==> src/rtl/sb_pkg.sv <==
package sb_pkg;
    localparam int unsigned SB_AW         = 16;
    localparam int unsigned SB_DW         = 64;
    localparam int unsigned SB_LINE_BYTES = 64;
    localparam int unsigned SB_DEPTH      = 4;

    typedef logic [1:0] size_code_t;

    typedef struct packed {
        logic [SB_AW-1:0] addr;
        size_code_t       size;
        logic [SB_DW-1:0] data;
    } sb_entry_t;

    // byte count of a size code, one bit wider than an address
    function automatic logic [SB_AW:0] nbytes(input size_code_t s);
        return (SB_AW+1)'(1) << s;
    endfunction

    function automatic logic [SB_AW:0] end_addr(input logic [SB_AW-1:0] a, input size_code_t s);
        return {1'b0, a} + nbytes(s);
    endfunction

    function automatic logic crosses_line(input logic [SB_AW-1:0] a, input size_code_t s);
        logic [SB_AW:0] off;
        off = {1'b0, a} & (SB_AW+1)'(SB_LINE_BYTES - 1);
        return (off + nbytes(s)) > (SB_AW+1)'(SB_LINE_BYTES);
    endfunction

    function automatic logic [SB_DW-1:0] lane_mask(input size_code_t s);
        logic [SB_DW-1:0] m;
        m = '0;
        for (int b = 0; b < SB_DW/8; b++)
            if ((SB_AW+1)'(b) < nbytes(s)) m[8*b +: 8] = 8'hFF;
        return m;
    endfunction
endpackage

==> src/rtl/sb_queue.sv <==
module sb_queue
    import sb_pkg::*;
#(
    parameter int unsigned DEPTH = SB_DEPTH
) (
    input  logic                     clk,
    input  logic                     rst,
    input  logic                     push,
    input  sb_entry_t                push_entry,
    input  logic                     pop,
    output sb_entry_t                ordered [DEPTH],
    output logic [DEPTH-1:0]         ord_valid,
    output logic                     full,
    output logic                     empty
);
    localparam int unsigned PW = (DEPTH > 1) ? $clog2(DEPTH) : 1;
    localparam int unsigned CW = $clog2(DEPTH + 1);

    sb_entry_t        slots [DEPTH];
    logic [PW-1:0]    head, tail;
    logic [CW-1:0]    count;

    assign full  = (count == CW'(DEPTH));
    assign empty = (count == '0);

    always_ff @(posedge clk) begin
        if (rst) begin
            head  <= '0;
            tail  <= '0;
            count <= '0;
        end else begin
            if (push) begin
                slots[tail] <= push_entry;
                tail        <= tail + PW'(1);
            end
            if (pop) head <= head + PW'(1);
            count <= count + CW'(push) - CW'(pop);
        end
    end

    // age-ordered view: position 0 is the oldest entry
    for (genvar k = 0; k < DEPTH; k++) begin : g_order
        logic [PW-1:0] idx;
        assign idx          = head + PW'(k);
        assign ordered[k]   = slots[idx];
        assign ord_valid[k] = (CW'(k) < count);
    end

    assert_count_bound_R2: assert property (@(posedge clk) disable iff (rst)
        count <= CW'(DEPTH));
    assert_no_push_when_full_R2: assert property (@(posedge clk) disable iff (rst)
        full |-> !push);
    assert_no_pop_when_empty_R3: assert property (@(posedge clk) disable iff (rst)
        empty |-> !pop);
endmodule

==> src/rtl/sb_match.sv <==
module sb_match
    import sb_pkg::*;
#(
    parameter int unsigned DEPTH = SB_DEPTH
) (
    input  sb_entry_t              ordered [DEPTH],
    input  logic [DEPTH-1:0]       ord_valid,
    input  logic [SB_AW-1:0]       ld_addr,
    input  size_code_t             ld_size,
    output logic [DEPTH-1:0]       overlap,
    output logic [DEPTH-1:0]       contain,
    output logic [DEPTH-1:0]       st_cross
);
    logic [SB_AW:0] ld_lo, ld_hi;
    assign ld_lo = {1'b0, ld_addr};
    assign ld_hi = end_addr(ld_addr, ld_size);

    for (genvar k = 0; k < DEPTH; k++) begin : g_cmp
        logic [SB_AW:0] s_lo, s_hi;
        assign s_lo        = {1'b0, ordered[k].addr};
        assign s_hi        = end_addr(ordered[k].addr, ordered[k].size);
        assign overlap[k]  = ord_valid[k] && (ld_lo < s_hi) && (s_lo < ld_hi);
        assign contain[k]  = ord_valid[k] && (ld_lo >= s_lo) && (ld_hi <= s_hi);
        assign st_cross[k] = crosses_line(ordered[k].addr, ordered[k].size);
    end
endmodule

==> src/rtl/sb_pick.sv <==
module sb_pick
    import sb_pkg::*;
#(
    parameter int unsigned DEPTH = SB_DEPTH
) (
    input  logic                  clk,
    input  logic                  rst,
    input  sb_entry_t             ordered [DEPTH],
    input  logic [DEPTH-1:0]      overlap,
    input  logic [DEPTH-1:0]      contain,
    input  logic [DEPTH-1:0]      st_cross,
    input  logic                  ld_valid,
    input  logic [SB_AW-1:0]      ld_addr,
    input  size_code_t            ld_size,
    input  logic                  ld_cross,
    output logic                  ld_hit,
    output logic                  ld_stall,
    output logic [SB_DW-1:0]      ld_data
);
    localparam int unsigned IW = (DEPTH > 1) ? $clog2(DEPTH) : 1;

    logic [IW-1:0]    young;
    logic             any_ov;
    logic             fwd_ok;
    logic [SB_AW-1:0] offset;
    logic [SB_DW-1:0] shifted;

    always_comb begin
        young  = '0;
        any_ov = 1'b0;
        for (int k = 0; k < DEPTH; k++) begin
            if (overlap[k]) begin
                young  = IW'(k);
                any_ov = 1'b1;
            end
        end
    end

    assign fwd_ok   = any_ov && contain[young] && !st_cross[young] && !ld_cross;
    assign ld_hit   = ld_valid && fwd_ok;
    assign ld_stall = ld_valid && any_ov && !fwd_ok;
    assign offset   = ld_addr - ordered[young].addr;
    assign shifted  = ordered[young].data >> {offset, 3'b000};
    assign ld_data  = ld_hit ? (shifted & lane_mask(ld_size)) : '0;

    assert_hit_stall_exclusive_R7: assert property (@(posedge clk) disable iff (rst)
        !(ld_hit && ld_stall));
    assert_no_hit_when_crossing_R8: assert property (@(posedge clk) disable iff (rst)
        ld_cross |-> !ld_hit);
endmodule

==> src/rtl/store_fwd_buffer.sv <==
module store_fwd_buffer
    import sb_pkg::*;
#(
    parameter int unsigned DEPTH = SB_DEPTH
) (
    input  logic              clk,
    input  logic              rst,
    input  logic              st_valid,
    output logic              st_ready,
    input  logic [SB_AW-1:0]  st_addr,
    input  logic [1:0]        st_size,
    input  logic [SB_DW-1:0]  st_data,
    output logic              wr_valid,
    input  logic              wr_ready,
    output logic [SB_AW-1:0]  wr_addr,
    output logic [1:0]        wr_size,
    output logic [SB_DW-1:0]  wr_data,
    output logic              wr_cross,
    input  logic              ld_valid,
    input  logic [SB_AW-1:0]  ld_addr,
    input  logic [1:0]        ld_size,
    output logic              ld_hit,
    output logic              ld_stall,
    output logic [SB_DW-1:0]  ld_data,
    output logic              ld_cross
);
    sb_entry_t        ordered [DEPTH];
    logic [DEPTH-1:0] ord_valid, overlap, contain, st_cross;
    logic             full, empty, push, pop;
    sb_entry_t        in_entry;

    assign st_ready = !full;
    assign push     = st_valid && st_ready;
    assign wr_valid = !empty;
    assign pop      = wr_valid && wr_ready;
    assign in_entry = '{addr: st_addr, size: st_size, data: st_data};

    sb_queue #(.DEPTH(DEPTH)) i_queue (
        .clk(clk), .rst(rst), .push(push), .push_entry(in_entry), .pop(pop),
        .ordered(ordered), .ord_valid(ord_valid), .full(full), .empty(empty)
    );

    assign wr_addr  = ordered[0].addr;
    assign wr_size  = ordered[0].size;
    assign wr_data  = ordered[0].data;
    assign wr_cross = wr_valid && st_cross[0];
    assign ld_cross = ld_valid && crosses_line(ld_addr, ld_size);

    sb_match #(.DEPTH(DEPTH)) i_match (
        .ordered(ordered), .ord_valid(ord_valid), .ld_addr(ld_addr), .ld_size(ld_size),
        .overlap(overlap), .contain(contain), .st_cross(st_cross)
    );

    sb_pick #(.DEPTH(DEPTH)) i_pick (
        .clk(clk), .rst(rst), .ordered(ordered), .overlap(overlap), .contain(contain),
        .st_cross(st_cross), .ld_valid(ld_valid), .ld_addr(ld_addr), .ld_size(ld_size),
        .ld_cross(ld_cross), .ld_hit(ld_hit), .ld_stall(ld_stall), .ld_data(ld_data)
    );

    assert_wr_hold_R3: assert property (@(posedge clk) disable iff (rst)
        (wr_valid && !wr_ready) |=> (wr_valid && $stable(wr_addr) && $stable(wr_data) && $stable(wr_size)));
    assert_ready_when_empty_R2: assert property (@(posedge clk) disable iff (rst)
        !wr_valid |-> st_ready);
    assert_data_zero_on_miss_R9: assert property (@(posedge clk) disable iff (rst)
        !ld_hit |-> (ld_data == '0));
endmodule

==> config.mk <==
export PLATFORM = sky130hd
export DESIGN_NAME = store_fwd_buffer
export DESIGN_NICKNAME = d
export VERILOG_FILES = /design/src/rtl/sb_pkg.sv /design/src/rtl/sb_queue.sv /design/src/rtl/sb_match.sv /design/src/rtl/sb_pick.sv /design/src/rtl/store_fwd_buffer.sv
export SDC_FILE = /design/constraint.sdc
export NUM_CORES = 1
export LEC_CHECK = 0
export CAP_MARGIN = 20
export CORE_MARGIN = 3
export CORE_UTILIZATION = 30
export DETAILED_ROUTE_END_ITERATION = 16
export PLACE_DENSITY = 0.55
export SLEW_MARGIN = 20
export SYNTH_ARGS = -nofsm -noshare
export SYNTH_HDL_FRONTEND = slang
export SYNTH_SLANG_ARGS = --single-unit
==> constraint.sdc <==
create_clock -name clk -period 41.5 [get_ports clk]
set_clock_uncertainty 0.2 [all_clocks]
set_input_delay 8.3 -clock clk [delete_from_list [all_inputs] [get_ports clk]]
set_output_delay 8.3 -clock clk [all_outputs]
set_load 0.03 [all_outputs]
==> impl_metrics.json, run 1 <==
{
  "status": "finished, final reports clean",
  "hold_class": "reg2reg",
  "vias": 28350,
  "start_kind": "input pin",
  "syn-num-nets": 3489,
  "ys_types": 96,
  "std_cell_rows": 118,
  "p_total_mw": 3.077,
  "place.gp.congestion": 0.9739,
  "post-dp-hpwl_um": 96680,
  "max-slew-margin-rel": 0.2436,
  "cp.required_ps": 33000,
  "seq_area_frac_synth": 0.3171,
  "hold_violations": 0,
  "dr.pass1.iters": 6,
  "fp.dieH_um": 330.7,
  "report.final.slew_viol_count": 0,
  "wire_per_inst_um": 28.29,
  "cpMaxStageDelayCell": "clkdlybuf4s50_1",
  "critPathMaxStageDelay_ps": 720,
  "nets": 3649,
  "setup_ws_ps": 13800,
  "dp_slack_ps": 14140,
  "cp_max_fo": 42,
  "gr-usage-all-layers": 0.2348,
  "hold_buffers": 0,
  "grt_antenna_before_repair": 11,
  "p_per_area_nw_per_um2": 83.08,
  "yosysWarnings": 0,
  "overflow": 0,
  "route.detailed.drc": 0,
  "ys_ff_latch": 337,
  "arrival_ps": 19200,
  "clk_pin_slew_ps": 60,
  "portBuffers": 256,
  "ant_nets": 0,
  "maxCapViolations": 0,
  "place_area_um2": 35620,
  "tns_ps": 0,
  "grt_pass1_vias": 27240,
  "fin_crit_sh": 0.6675,
  "irDropWorstVdd_uv": 50.97,
  "ys.flop_type": "edfxtp_1",
  "cts_tree": "yes",
  "die_area_um2": 109400,
  "postCtsSetupBuffers": 0,
  "drive_gt1_frac": 0.1272,
  "grt_pass1_wl_um": 190400,
  "final_core_util": 0.3558,
  "synth_edf_count": 328,
  "cts_root_buffer": "clkbuf_16",
  "core_um2": 104100,
  "placed_cells": 4577,
  "cts-htree-levels": 2,
  "worst_path_most_repeated_cell": "a21oi_1",
  "synth_area_per_cell_um2": 10.27,
  "setup_viol": 0,
  "syn_area_um2": 31630,
  "n_fill_cell": 10400,
  "routed_wirelength_um": 131900,
  "area_growth_pct": 17.09,
  "multi_input_area_um2": 20290,
  "drtIter0Drc": 3112,
  "die_x_um": 330.7,
  "pin_count": 257,
  "cts_buffers": 42,
  "rsz0062_at_grt": "false",
  "fin_cells": 4661,
  "vias_per_cell": 6.083,
  "design_area_um2": 37040,
  "grt_max_degree": 117,
  "tightestPinTransition_ps": 1130,
  "clkSinkCount": 337,
  "min_period_ps": 27700,
  "cts_resized": 0,
  "fin_hold_ws_ps": 320.8,
  "async_flop_share": 0,
  "cts_buffer_depth": 3,
  "p_leak_nw": 12.96,
  "worstSetupPathType": "in2out",
  "initial_utilization": 0.3039,
  "synthCells": 3081,
  "register_area_um2": 10040,
  "clk_latency_ps": 600,
  "cp-end-kind": "output pin",
  "fmax_mhz": 36.10
}
## Yosys cell counts, types with 20 or more instances
| library cell | number | area (um2) |
|---|---|---|
| mux2i_1 | 130 | 1301 |
| nand4_1 | 56 | 350.3 |
| a31oi_1 | 27 | 168.9 |
| buf_1 | 34 | 127.6 |
| a21o_1 | 65 | 488.0 |
| o21ai_0 | 155 | 775.7 |
| edfxtp_1 | 328 | 9849 |
| and3_1 | 22 | 137.6 |
| nand3_1 | 81 | 405.4 |
| a21oi_1 | 212 | 1061 |
| nor2b_1 | 39 | 244.0 |
| inv_1 | 118 | 442.9 |
| nor2_1 | 190 | 713.2 |
| nor3_1 | 59 | 295.3 |
| nor4_1 | 30 | 187.7 |
| o31ai_1 | 22 | 165.2 |
| o22ai_1 | 28 | 175.2 |
| a211oi_1 | 72 | 540.5 |
| mux4_2 | 172 | 3874 |
| and4_1 | 23 | 201.4 |
| mux2_2 | 40 | 450.4 |
| xnor2_1 | 67 | 586.8 |
| clkbuf_1 | 108 | 405.4 |
| o21a_1 | 28 | 210.2 |
| nand2_1 | 218 | 818.3 |
| nand2b_1 | 20 | 125.1 |
| ha_1 | 296 | 3704 |
| or3_1 | 26 | 162.7 |
| buf_2 | 42 | 210.2 |
| and2_1 | 20 | 125.1 |
| o211ai_1 | 51 | 382.9 |
## critical path: cells and delay by family
kind	cells	cell delay [ps]
AOI/OAI and AO/OA	14	3540
xor gates and xnor gates	1	680
adders and majority gates	5	1510
buffers and inverters	5	2190
and+or+nand+nor	8	2930
## layer usage
metal	wire, um	global-route usage	share of wire	vias to the layer above
li1	-	-	-	12530
met1	53780	0.3135	0.41	14080
met2	60450	0.3782	0.46	1497
met3	12500	0.04536	0.095	235
met4	5106	0.08439	0.039	4
met5	24	0	0.00018	-
## sequential cells by signal, indices dropped and copies added, names as in the netlist, named ones only
| register | flops |
|---|---|
| i_queue.count | 3 |
| i_queue.head | 2 |
| i_queue.slots | 328 |
| i_queue.tail | 2 |
## cell usage in the layout, fill, tap and decap left out, types with 72 or more instances in the layout
cell type,instances
edfxtp_1,328
ha_1,295
clkdlybuf4s50_1,256
nand2_1,217
a21oi_1,211
nor2_1,190
mux4_2,172
o21ai_0,154
mux2i_1,130
inv_1,117
nand3_1,81
a211oi_1,72
## power breakdown
part           total (mW)  switching [mW]  internal, mW
sequential          0.428          0.0299         0.398
combinational        2.27            1.51         0.768
clock               0.374           0.159         0.215
total                3.08            1.70          1.38
## kinds of logic after synthesis
kind of cell	Yosys count	synth area share
AND/OR/NAND/NOR	819	0.1281
adder cells (fa/ha/maj)	303	0.1215
flip-flops	337	0.3171
XOR/XNOR	80	0.02266
multiplexers	345	0.1791
buffers and inverters	327	0.04513
AO/OA/AOI/OAI	870	0.1864
## worst paths after layout
check	start	to	slack (ps)	cells after the start
max	ld_size[0]	ld_data[17]	13800	33
min	i_queue.tail[1]	i_queue.tail[1]	320	2
max reg2reg	i_queue.count[2]	i_queue.slots[3][0]	38170	6
min reg2reg	i_queue.tail[1]	i_queue.tail[1]	320	2
## layout make-up
type / instances / area share
multi-input cells: 2417 / 0.5479
flip-flops and latches: 337 / 0.2712
repair buffers: 325 / 0.08418
well taps: 1380 / 0.04662
clock buffers: 46 / 0.02936
inverters: 118 / 0.01196
clock inverters: 27 / 0.008040
diodes: 11 / 0.0007432
(Power assumes the default switching activity.)
==> inputs of run 2 (changes only) <==
- clock period: 41.5 -> 25.8 ns (I/O delays scaled with it)
==> run 2 against run 1 <==
  * Via count is 0.14% higher
  * Wire length is 0.17% lower
  * Core utilization is 0.074 points lower
  * Register-to-register slack worse by 16000 ps
  * Combinational power is 61% higher
  * Clock-buffer cell count is 2 higher
  * Largest cell class unchanged
  * Highest routed layer unchanged
==> impl_metrics.json, run 2 (synthesis results as in run 1) <==
{
  "grt_pass1_wl_um": 190700,
  "fp.dieH_um": 330.7,
  "ant_nets": 0,
  "std_cell_rows": 118,
  "r2r_cells": 6,
  "mostFrequentLayoutCell": "edfxtp_1",
  "die_x_um": 330.7,
  "cts_tree": "yes",
  "worst_path_most_repeated_cell": "a21oi_1",
  "cts_root_buffer": "clkbuf_16",
  "area_growth_pct": 16.85,
  "wire_per_inst_um": 28.29,
  "clk_pin_slew_ps": 60,
  "arrival_ps": 16040,
  "drtIter0Drc": 3127,
  "route.detailed.drc": 0,
  "max-slew-margin-rel": 0.1819,
  "start_kind": "input pin",
  "hold_buffers": 0,
  "cts_buffers": 41,
  "multi_input_area_um2": 20290,
  "cpMaxStageDelayCell": "clkdlybuf4s50_1",
  "worstSetupPathType": "in2out",
  "reg.largest.list": "i_queue.slots x328, i_queue.count x3",
  "report.final.slew_viol_count": 0,
  "grt_max_degree": 122,
  "cts-htree-levels": 2,
  "drive_gt1_frac": 0.1242,
  "die_area_um2": 109400,
  "hold_class": "reg2reg",
  "gr-usage-all-layers": 0.2350,
  "pin_count": 257,
  "cp.required_ps": 20440,
  "dr.pass1.iters": 6,
  "final_cell_mix": "328 x edfxtp_1, 295 x ha_1, 256 x clkdlybuf4s50_1, 217 x nand2_1, 211 x a21oi_1",
  "fin_crit_sh": 0.8296,
  "post-dp-hpwl_um": 96280,
  "p_per_area_nw_per_um2": 133.5,
  "p_leak_nw": 12.92,
  "p_total_mw": 4.933,
  "vias": 28390,
  "n_fill_cell": 10410,
  "status": "finished, final reports clean",
  "register_area_um2": 10040,
  "cts_resized": 0,
  "grt_pass1_vias": 27120,
  "place.gp.congestion": 0.9795,
  "fmax_mhz": 46.72,
  "regMostFlops": "i_queue.slots",
  "initial_utilization": 0.3039,
  "hold_depth": 2,
  "setup_viol": 0,
  "grt_antenna_before_repair": 6,
  "clk_latency_ps": 600,
  "nets": 3647,
  "cts_buffer_depth": 3,
  "final_core_util": 0.3551,
  "portBuffers": 256,
  "min_period_ps": 21400,
  "core_um2": 104100,
  "rsz0062_at_grt": "false",
  "postCtsSetupBuffers": 0,
  "critPathMaxStageDelay_ps": 730,
  "tightestPinTransition_ps": 1223,
  "cp-end-kind": "output pin",
  "tns_ps": 0,
  "cp_max_fo": 42,
  "hold_violations": 0,
  "vias_per_cell": 6.102,
  "maxCapViolations": 0,
  "largest_reg_flops": 328,
  "clkSinkCount": 337,
  "irDropWorstVdd_uv": 112.9,
  "routed_wirelength_um": 131600,
  "overflow": 0
}
## run 2: changes by cell type in the layout (fill, tap and decap cells not counted), moves of 2 or more
cell,previous run,this run
diode_2,11,5
clkinv_1,6,11
clkinv_4,3,1
clkinv_2,9,4
buf_4,66,64
clkbuf_1,3,6
## run 2: worst max-delay path, delay by kind of cell
family,cells,cell delay (ps)
compound gates,14,3590
xor+xnor,1,630
fa+ha+maj,5,1550
buf+inv,5,2210
simple gates,8,2900
## run 2: layout make-up
type                       count  share of cell area
clock inverter                24            0.006601
antenna                        5           0.0003385
inverter                     118             0.01198
clock buffer                  48             0.02904
timing repair buffer         324             0.08449
sequential                   337              0.2718
multi-input combinational   2417              0.5491
tap                         1380             0.04671
## run 2: routing by layer
layer  share of wire  track usage
met1            0.41       0.3173
met2            0.45       0.3754
met3           0.098      0.04369
met4           0.041      0.08507
met5         0.00030            0
## run 2: worst paths after layout
| check | from | to | slack, ps |
|---|---|---|---|
| max | ld_size[0] | ld_data[17] | 4400 |
| min | i_queue.tail[1] | i_queue.tail[1] | 300 |
| max reg2reg | i_queue.count[2] | i_queue.slots[0][26] | 22480 |
| min reg2reg | i_queue.tail[1] | i_queue.tail[1] | 300 |
## run 2: power breakdown
group | total (mW) | switching, mW | internal [mW]
Combinational | 3.66 | 2.42 | 1.24
Clock | 0.587 | 0.250 | 0.337
Sequential | 0.687 | 0.0468 | 0.641
## run 2: stage by stage
stage	worst slack [ps]	instance area (um2)	cells	hold WS [ps]
3_5_place_dp	4745	35630	4576	290.6
4_1_cts	4689	36950	4648	298.9
3_3_place_gp	4959	35630	4576	286.6
5_1_grt	3918	36950	4648	339.5
2_1_floorplan	6863	31630	3081	269.2
6_report	4397	36960	4653	301.9
